**config.mk**
```make
export PLATFORM = sky130hd
export DESIGN_NAME = ata_tf_remap
export DESIGN_NICKNAME = d
export VERILOG_FILES = /design/src/rtl/ata_tf_remap_pkg.sv /design/src/rtl/ata_addr_fold.sv /design/src/rtl/ata_local_regs.sv /design/src/rtl/ata_tf_remap.sv
export SDC_FILE = /design/constraint.sdc
export NUM_CORES = 1
export LEC_CHECK = 0
export ABC_AREA = 1
export BUFFER_PORTS_ARGS = -buffer_cell sky130_fd_sc_hd__buf_4
export CORE_UTILIZATION = 47
export CTS_BUF_LIST = sky130_fd_sc_hd__clkbuf_8 sky130_fd_sc_hd__clkbuf_16
export DETAILED_ROUTE_END_ITERATION = 10
export PLACE_DENSITY_LB_ADDON = 0.12
export SETUP_SLACK_MARGIN = 0.1
export SLEW_MARGIN = 20
export SYNTH_ARGS = -nofsm -noshare
export SYNTH_HDL_FRONTEND = slang
export SYNTH_SLANG_ARGS = --single-unit
```
**constraint.sdc**
```tcl
create_clock -name clk_i -period 2.55 [get_ports clk_i]
set_clock_uncertainty 0.15 [all_clocks]
set_input_delay 0.255 -clock clk_i [delete_from_list [all_inputs] [get_ports clk_i]]
set_output_delay 0.255 -clock clk_i [all_outputs]
set_load 0.03 [all_outputs]
```
**src/rtl/ata_tf_remap_pkg.sv**
```systemverilog
package ata_tf_remap_pkg;
  localparam int MODE_W = 6;
  localparam logic [MODE_W-1:0] MODE_MEM = 6'd0;
  localparam logic [MODE_W-1:0] MODE_CONTIG = 6'd1;
  localparam logic [MODE_W-1:0] MODE_PRI = 6'd2;
  localparam logic [MODE_W-1:0] MODE_SEC = 6'd3;

  localparam int OFF_DATA0 = 'h0;
  localparam int OFF_DATA1 = 'h8;
  localparam int OFF_HOLD = 'h9;
  localparam int OFF_ERRFEAT = 'hD;
  localparam int OFF_CTLSTAT = 'hE;
  localparam int OFF_DEVADDR = 'hF;
endpackage

```
**src/rtl/ata_addr_fold.sv**
```systemverilog
module ata_addr_fold
  import ata_tf_remap_pkg::*;
#(
  parameter int ADDR_W = 11
) (
  input  logic [MODE_W-1:0] mode_i,
  input  logic [ADDR_W-1:0] addr_i,
  output logic [ADDR_W-1:0] off_o
);
  localparam int WIN_SH = 4;
  localparam int PAGE_SH = 10;

  logic [ADDR_W-1:0] win;
  logic [ADDR_W-1:0] page;
  assign win = addr_i >> WIN_SH;
  assign page = addr_i >> PAGE_SH;

  always_comb begin
    off_o = addr_i;
    unique case (mode_i)
      MODE_MEM: if (page == ADDR_W'(1)) off_o = '0;
      MODE_CONTIG: off_o = addr_i & ADDR_W'('hF);
      MODE_PRI: begin
        if (win == ADDR_W'('h3F)) off_o = addr_i - ADDR_W'('h3E8);
        else if (win == ADDR_W'('h1F)) off_o = addr_i - ADDR_W'('h1F0);
      end
      MODE_SEC: begin
        if (win == ADDR_W'('h37)) off_o = addr_i - ADDR_W'('h368);
        else if (win == ADDR_W'('h17)) off_o = addr_i - ADDR_W'('h170);
      end
      default: off_o = addr_i;
    endcase
  end
endmodule

```
**src/rtl/ata_local_regs.sv**
```systemverilog
module ata_local_regs #(
  parameter int DATA_W = 16
) (
  input  logic              clk_i,
  input  logic              rst_ni,
  input  logic              ctl_we_i,
  input  logic              hold_we_i,
  input  logic [7:0]        wbyte_i,
  output logic [7:0]        devctl_o,
  output logic [DATA_W-1:0] hold_o,
  output logic              phase_o,
  output logic              reset_pulse_o
);
  localparam int SRST_BIT = 2;

  always_ff @(posedge clk_i or negedge rst_ni) begin
    if (!rst_ni) begin
      devctl_o      <= '0;
      hold_o        <= '0;
      phase_o       <= 1'b0;
      reset_pulse_o <= 1'b0;
    end else begin
      reset_pulse_o <= 1'b0;
      if (ctl_we_i) begin
        if (wbyte_i[SRST_BIT]) begin
          devctl_o      <= '0;
          phase_o       <= 1'b0;
          reset_pulse_o <= 1'b1;
        end else begin
          devctl_o <= wbyte_i;
        end
      end else if (hold_we_i) begin
        hold_o  <= DATA_W'(wbyte_i);
        phase_o <= ~phase_o;
      end
    end
  end
endmodule

```
**src/rtl/ata_tf_remap.sv**
```systemverilog
module ata_tf_remap
  import ata_tf_remap_pkg::*;
#(
  parameter int ADDR_W = 11,
  parameter int DATA_W = 16
) (
  input  logic              clk_i,
  input  logic              rst_ni,
  input  logic [5:0]        mode_i,
  input  logic              req_valid_i,
  input  logic              req_write_i,
  input  logic [ADDR_W-1:0] req_addr_i,
  input  logic [DATA_W-1:0] req_wdata_i,
  output logic              rsp_valid_o,
  output logic [DATA_W-1:0] rsp_rdata_o,
  output logic              tf_valid_o,
  output logic              tf_write_o,
  output logic [2:0]        tf_idx_o,
  output logic              tf_wide_o,
  output logic [DATA_W-1:0] tf_wdata_o,
  input  logic [DATA_W-1:0] tf_rdata_i,
  input  logic              drv_present_i,
  input  logic [7:0]        drv_status_i,
  input  logic [3:0]        drv_select_i,
  input  logic              pwrdn_i,
  output logic              wake_o,
  output logic [7:0]        devctl_o,
  output logic              card_reset_o,
  output logic              byte_phase_o
);
  localparam int HB = DATA_W / 2;

  logic [ADDR_W-1:0] off;
  logic is_data, is_hold, is_feat, is_ctl, is_dev, fwd;
  logic rd, wr;
  logic [DATA_W-1:0] hold_q, rd_mux, rsp_q;
  logic rsp_v_q;

  ata_addr_fold #(.ADDR_W(ADDR_W)) u_fold (
    .mode_i (mode_i),
    .addr_i (req_addr_i),
    .off_o  (off)
  );

  assign is_data = (off == ADDR_W'(OFF_DATA0)) || (off == ADDR_W'(OFF_DATA1));
  assign is_hold = off == ADDR_W'(OFF_HOLD);
  assign is_feat = off == ADDR_W'(OFF_ERRFEAT);
  assign is_ctl  = off == ADDR_W'(OFF_CTLSTAT);
  assign is_dev  = off == ADDR_W'(OFF_DEVADDR);
  assign fwd     = !(is_hold || is_ctl || is_dev);
  assign rd      = req_valid_i && !req_write_i;
  assign wr      = req_valid_i && req_write_i;

  assign tf_valid_o = req_valid_i && fwd;
  assign tf_write_o = req_write_i;
  assign tf_wide_o  = is_data;
  assign tf_wdata_o = req_wdata_i;
  always_comb begin
    if (is_data)      tf_idx_o = 3'd0;
    else if (is_feat) tf_idx_o = 3'd1;
    else              tf_idx_o = off[2:0];
  end

  // plain task-file writes revive a powered-down card
  assign wake_o = wr && fwd && !is_data && !is_feat && pwrdn_i;

  ata_local_regs #(.DATA_W(DATA_W)) u_regs (
    .clk_i         (clk_i),
    .rst_ni        (rst_ni),
    .ctl_we_i      (wr && is_ctl),
    .hold_we_i     (wr && is_hold),
    .wbyte_i       (req_wdata_i[7:0]),
    .devctl_o      (devctl_o),
    .hold_o        (hold_q),
    .phase_o       (byte_phase_o),
    .reset_pulse_o (card_reset_o)
  );

  always_comb begin
    if (is_ctl)       rd_mux = drv_present_i ? DATA_W'(drv_status_i) : '0;
    else if (is_dev)  rd_mux = DATA_W'({2'b11, ~drv_select_i, 2'b10});
    else if (is_hold) rd_mux = DATA_W'(hold_q[DATA_W-1:HB]);
    else              rd_mux = tf_rdata_i;
  end

  always_ff @(posedge clk_i or negedge rst_ni) begin
    if (!rst_ni) begin
      rsp_v_q <= 1'b0;
      rsp_q   <= '0;
    end else begin
      rsp_v_q <= rd;
      if (rd) rsp_q <= rd_mux;
    end
  end

  assign rsp_valid_o = rsp_v_q;
  assign rsp_rdata_o = rsp_q;
endmodule

```
### Word-level counts from Yosys, hierarchy flattened

Index checks and enable logic that the tools add are counted.

| storage, ports and cells | value |
|---|---|
| register bits after elaboration | 27 |
| output and inout bits | 50 |

| operators by class | value |
|---|---|
| add/sub/neg operators | 4 |
| equal/unequal tests | 13 |
| mux-type cells | 18 |
| bitwise gates (word level) | 2 |
| reduce and logical (&&, ||, !) cells | 20 |

Operators by type and width:

| cell | count |
|---|---|
| 11-bit by 4-bit equality test with 1-bit output (second input constant) | 5 |
| 16-bit two-way mux | 3 |
| 11-bit two-way mux | 4 |
| 11-bit one-hot mux with 4 select lines | 1 |
| 11-bit by 10-bit subtractor with 11-bit output (second input constant) | 2 |
| 11-bit by 9-bit subtractor with 11-bit output (second input constant) | 2 |
| 8-bit two-way mux | 2 |
| 7-bit by 5-bit equality test with 1-bit output (second input constant) | 2 |
| 7-bit by 6-bit equality test with 1-bit output (second input constant) | 2 |
| 6-bit by 2-bit equality test with 1-bit output (second input constant) | 2 |
| 11-bit logical NOT | 1 |
| 10-bit two-way mux | 1 |
| 1-bit logical AND | 9 |
| 6-bit by 1-bit equality test with 1-bit output (second input constant) | 1 |
| 6-bit logical NOT | 1 |
| 3-bit two-way mux | 2 |
| 1-bit two-way mux | 5 |
| 1-bit logical NOT | 4 |
| 4-bit inverter | 1 |
| 1-bit logical OR | 3 |
| 2-bit != test (second input constant) | 1 |
| 2-bit AND reduction | 1 |
| 2-bit nonzero test | 1 |
| 1-bit inverter | 1 |

### Depth between registers and ports, before layout

| depth | value |
|---|---|
| word-level depth | 12 |
| mapped depth | 18 |
| depth with buffers taken out | 17 |

### Modules after synthesis

Synthesis repeated with hierarchy kept, for this count alone.

| second synthesis, totals | value |
|---|---|
| cells, all modules | 363 |
| area, all modules | 2626.3 um2 |

Modules (own cells, without submodules):

| module | instances | cells each | area an instance (um2) | seq. area each (um2) |
|---|---|---|---|---|
| ata_tf_remap | 1 | 183 | 1350.0 | 425.4 |
| ata_local_regs | 1 | 75 | 759.5 | 425.4 |
| ata_addr_fold | 1 | 105 | 516.7 | 0.0 |

### Least setup slack after synthesis

OpenSTA, ideal clock, no wires.

| path | value |
|---|---|
| path type | in2out |
| start | in req_addr_i[4] |
| end | out wake_o |
| data arrival time | 2261 ps |
| required time | 2145 ps |
| setup slack | -116 ps |
| stages on the path | 17 |
| path buffers | 3 |
| cells stage by stage | buf_6 > inv_2 > ha_1 > clkbuf_1 > nor2_1 > nand2_1 > nand2_1 > nand3_1 > nand2_1 > nand3_1 > nand2_1 > nand2_2 > nand2_4 > nand3_2 > buf_2 > nand2_1 > nor2_1 |

| between the ends | value |
|---|---|
| longest elaborated chain between the ends | 12 |

RTL lines:

| what | line | text |
|---|---|---|
| start: declaration | ata_tf_remap.sv:12 | `input logic [ADDR_W-1:0] req_addr_i,` |
| 11-bit by 9-bit subtractor with 11-bit output (tied with other cells) | ata_addr_fold.sv:29 | `else if (win == ADDR_W'('h17)) off_o = addr_i - ADDR_W'('h170);` |
| 11-bit two-way mux (on tied branches) | ata_addr_fold.sv:29, ata_addr_fold.sv:25 |  |
| 11-bit two-way mux (on tied branches) | ata_addr_fold.sv:28, ata_addr_fold.sv:24 |  |
| 11-bit one-hot mux with 4 select lines * | ata_addr_fold.sv:20 | `unique case (mode_i)` |
| 11-bit by 4-bit equality test with 1-bit output (on tied branches) | ata_tf_remap.sv:46, ata_tf_remap.sv:48 |  |
| 1-bit logical OR (2 in a row) | ata_tf_remap.sv:50 | `assign fwd = !(is_hold \|\| is_ctl \|\| is_dev);` |
| 1-bit logical NOT | ata_tf_remap.sv:50 |  |
| 1-bit logical AND (2 in a row) | ata_tf_remap.sv:65 | `assign wake_o = wr && fwd && !is_data && !is_feat && pwrdn_i;` |
| 1-bit logical AND * (2 in a row) | ata_tf_remap.sv:65 |  |
| end: declaration | ata_tf_remap.sv:26 | `output logic wake_o,` |

Every way passes the cells marked *; elsewhere a longest branch is shown, timed or not.

### Worst setup path in the final report

Same ends and word-level chain as after synthesis.

==> impl_results.md <==
* Clock slew at the register clock pins of the worst setup and hold paths at 0.10 ns
* Antenna cells at 0
* Footprint of the multi-input gates at 0.00157 mm^2
* Core area at 0.00485 mm^2
* Post-Syn Nets at 450
* Hold Worst Slack at 0.0439 ns
* Final setup margin at 0.222 ns
* IO Pins at 117
* WL final at 7.20 mm
* Grt ovf at 0
* First-pass GRT wire length at 11.1 mm
* Fillcell total at 391
* Internal at 866 uW
* CTS tree: done
* Finish-stage setup viols at 0
* Post-DP HPWL at 5.41 mm
* Rows at 25
* Setup WS pre-CTS at -0.0559 ns
* Root cell of the clock tree: clkbuf_8
* Distinct cells, synth at 32
* Via/cell ratio at 4.95
* Clk pwr share at 26.4%
* Flop pwr share at 35.5%
* Die X at 74.1 um
* Cell count after placement at 546
* Crit path DAT at 1.92 ns
* Port bufs at 99
* Main combinational cell family by area after synthesis: simple AND/OR/NAND/NOR gates
* Maximum VDD drop at 0.378 mV
* Critical Path Source: req_addr_i[4]
* Power share of the combinational group at 38.1%
* Xor and xnor fraction of the mapped netlist area at 0.717%
* Critical path required time at 2.14 ns
* Inserted Clock Buffers at 3
* Element type at the critical path end: output pin
* Hold Startpoint: tf_rdata_i[11]
* Leak pwr at 2.01 nW
* RSZ-0062 raised after global routing: yes
* Final number of hold-violating endpoints at 0
* Pwr dens at 362 mW/mm^2
* Worst reg2reg startpoint: u_regs.phase_o$_DFFE_PN0P_
* Clock Sinks at 26
* Hold depth at 3
* Crit path kind: input pin to output pin
* Die height at 74.1 um
* Yosys reg bits at 26
* Synth Area in Adders at 1.54%
* Die area at 0.00549 mm^2
* Status: finished, final reports clean
* Clock latency reported for the late side of the worst-skew pair at 0.27 ns
* Sw frac at 34.2%
* Reg2Reg Depth at 2
* Multiplexer share of the synthesized area at 0%
* Max Cap Viol at 0
* Synth warn at 0
* Post-Layout Cell Count at 559
* Via count at 2,765
* Wirelength per Cell at 12.9 um
* CTS H-tree depth at 1
* Most frequent cells in the layout: buf_4, nand2_1, nor2_1, nand3_1, inv_1
* Compound-gate portion of the synthesized area at 9.17%
* Cells after Synth at 380
* Max Clk Rate at 430 MHz
* Largest net degree at the start of global routing at 27
* Maximum clock path buffer count at 2
* Final #Nets at 563
* Syn Area/Cell at 6.43 um^2
* Tcrit/Tclk final at 91.3%
* Slew Limit Fails at 0
* Vias in the first global route at 2,485
* DRT antenna net count at 0
* DRT Pass-1 Iters at 5
* Starting Density at 50.4%
* Post-synthesis sequential area ratio at 26.6%
* FF/Latch Area at 651 um^2
* Initial antenna violation count at 0
* Critical path launch point type: input pin
* Synth Area in Simple Gates at 45.7%
* RePlAce Congestion at 0.898
* Final Critical Period at 2.33 ns
* Total Routing Usage GR at 25.6%
* Synth Cell Area at 0.00244 mm^2
* Fraction of layout cells with a size suffix above 1 at 43.3%
* DRT iter0 DRCs at 179
* Net Switching at 450 uW
* Setup TNS at 0 ns
* Worst min path class: input pin to flop
* Area Growth Syn to Fin at 49.0%
* Commonest non-fill, non-tap cell in the layout: buf_4
* # DRC at 0
* Critical path peak fanout at 4
## layer usage
layer,wire length (um),track usage [%],up-vias
li1,-,-,1417
met1,3250,35.9,1220
met2,3250,39.6,122
met3,618,7.05,6
met4,78,5.13,0
met5,0,0,-
## cell type report
cell class                      instances  share of cell area (%)
Clock buffer                            3                    1.13
Multi-Input combinational cell        276                    43.1
Inverter                               49                    5.19
Timing Repair Buffer                  137                    29.5
Tap cell                               67                    2.30
Sequential cell                        26                    17.9
Clock inverter                          1                   0.825
## flip-flops by register name, indices dropped and copies added, names as in the netlist
signal                flops
rsp_rdata_o              16
rsp_valid_o               1
u_regs.devctl_o           7
u_regs.phase_o            1
u_regs.reset_pulse_o      1
## stage by stage
step | total power, mW | cell area [um^2] | utilization, %
after detailed placement | 0.941 | 3300 | 68.1
after global placement | 0.937 | 3300 | 68.1
after floorplan | 0.766 | 2450 | -
final | 1.32 | 3640 | 75.1
after CTS | 1.30 | 3470 | 71.6
after global routing | 1.37 | 3640 | 75.1
## Yosys cell counts (all sizes together)
cell type    n  share of area [%]
xor2         2               0.72
conb         1               0.15
nand2      111                 18
nor3         3               0.61
o21ai       15                4.3
nor2        60                 11
a31oi        1               0.26
clkbuf       4               0.61
ha           3                1.5
a21boi       1               0.77
dfrtp       26                 27
clkinv       1               0.15
nand3       54                 12
a21oi       11                2.4
nand4       11                4.0
buf         25                7.9
inv         48                7.4
or3          1               0.26
o41ai        1                1.1
o211ai       1               0.31
## cell families (layout without fill, tap and decap cells)
family / count (synthesis) / in the layout
AND/OR/NAND/NOR: 240 / 240
flip-flops: 26 / 26
adder cells (fa/ha/maj): 3 / 3
buffers and inverters: 78 / 190
AO/OA/AOI/OAI: 30 / 30
XOR/XNOR: 2 / 2
other: 1 / 1
## worst max-delay path, stage by stage
cell and delay (ns):
buf_8 0.09, inv_4 0.04, buf_6 0.11, ha_4 0.28, nand2_2 0.04, nor2_1 0.08, nand2_1 0.06, nand3_1 0.07
nand2_1 0.07, inv_2 0.05, nand3_2 0.06, nand2_2 0.06, nand2_2 0.06, a21boi_4 0.16, nand4_1 0.14, nand3_2 0.11
nor2_4 0.04, buf_6 0.13
## timing repair
item	4_1_cts	5_1_grt
buffers inserted	3	5
hold endpoints to repair	26	0
setup endpoints to repair	3	4
pin swaps	10	22
cloned	0	0
hold buffers	1	0
gates resized for setup	14	34
## path summary, 6_finish.rpt
path	endpoint	slack, ns
worst max-delay path	wake_o	0.22
worst min-delay path	rsp_rdata_o[11]$_DFFE_PN0P_	0.04
worst max register to register	u_regs.phase_o$_DFFE_PN0P_	1.50
worst min register to register	rsp_rdata_o[12]$_DFFE_PN0P_	0.34
max in group asynchronous	u_regs.devctl_o[6]$_DFFE_PN0P_	1.73
min in group asynchronous	rsp_rdata_o[10]$_DFFE_PN0P_	0.26
## power groups by stage
| stage | combinational, mW | sequential, mW | clock (mW) |
|---|---|---|---|
| 2_1_floorplan | 0.218 | 0.548 | 0 |
| 3_3_place_gp | 0.461 | 0.475 | 0 |
| 3_5_place_dp | 0.465 | 0.476 | 0 |
| 4_1_cts | 0.482 | 0.468 | 0.349 |
| 5_1_grt | 0.540 | 0.472 | 0.361 |
| 6_report | 0.501 | 0.468 | 0.348 |
Power figures use the tool's default switching activity.
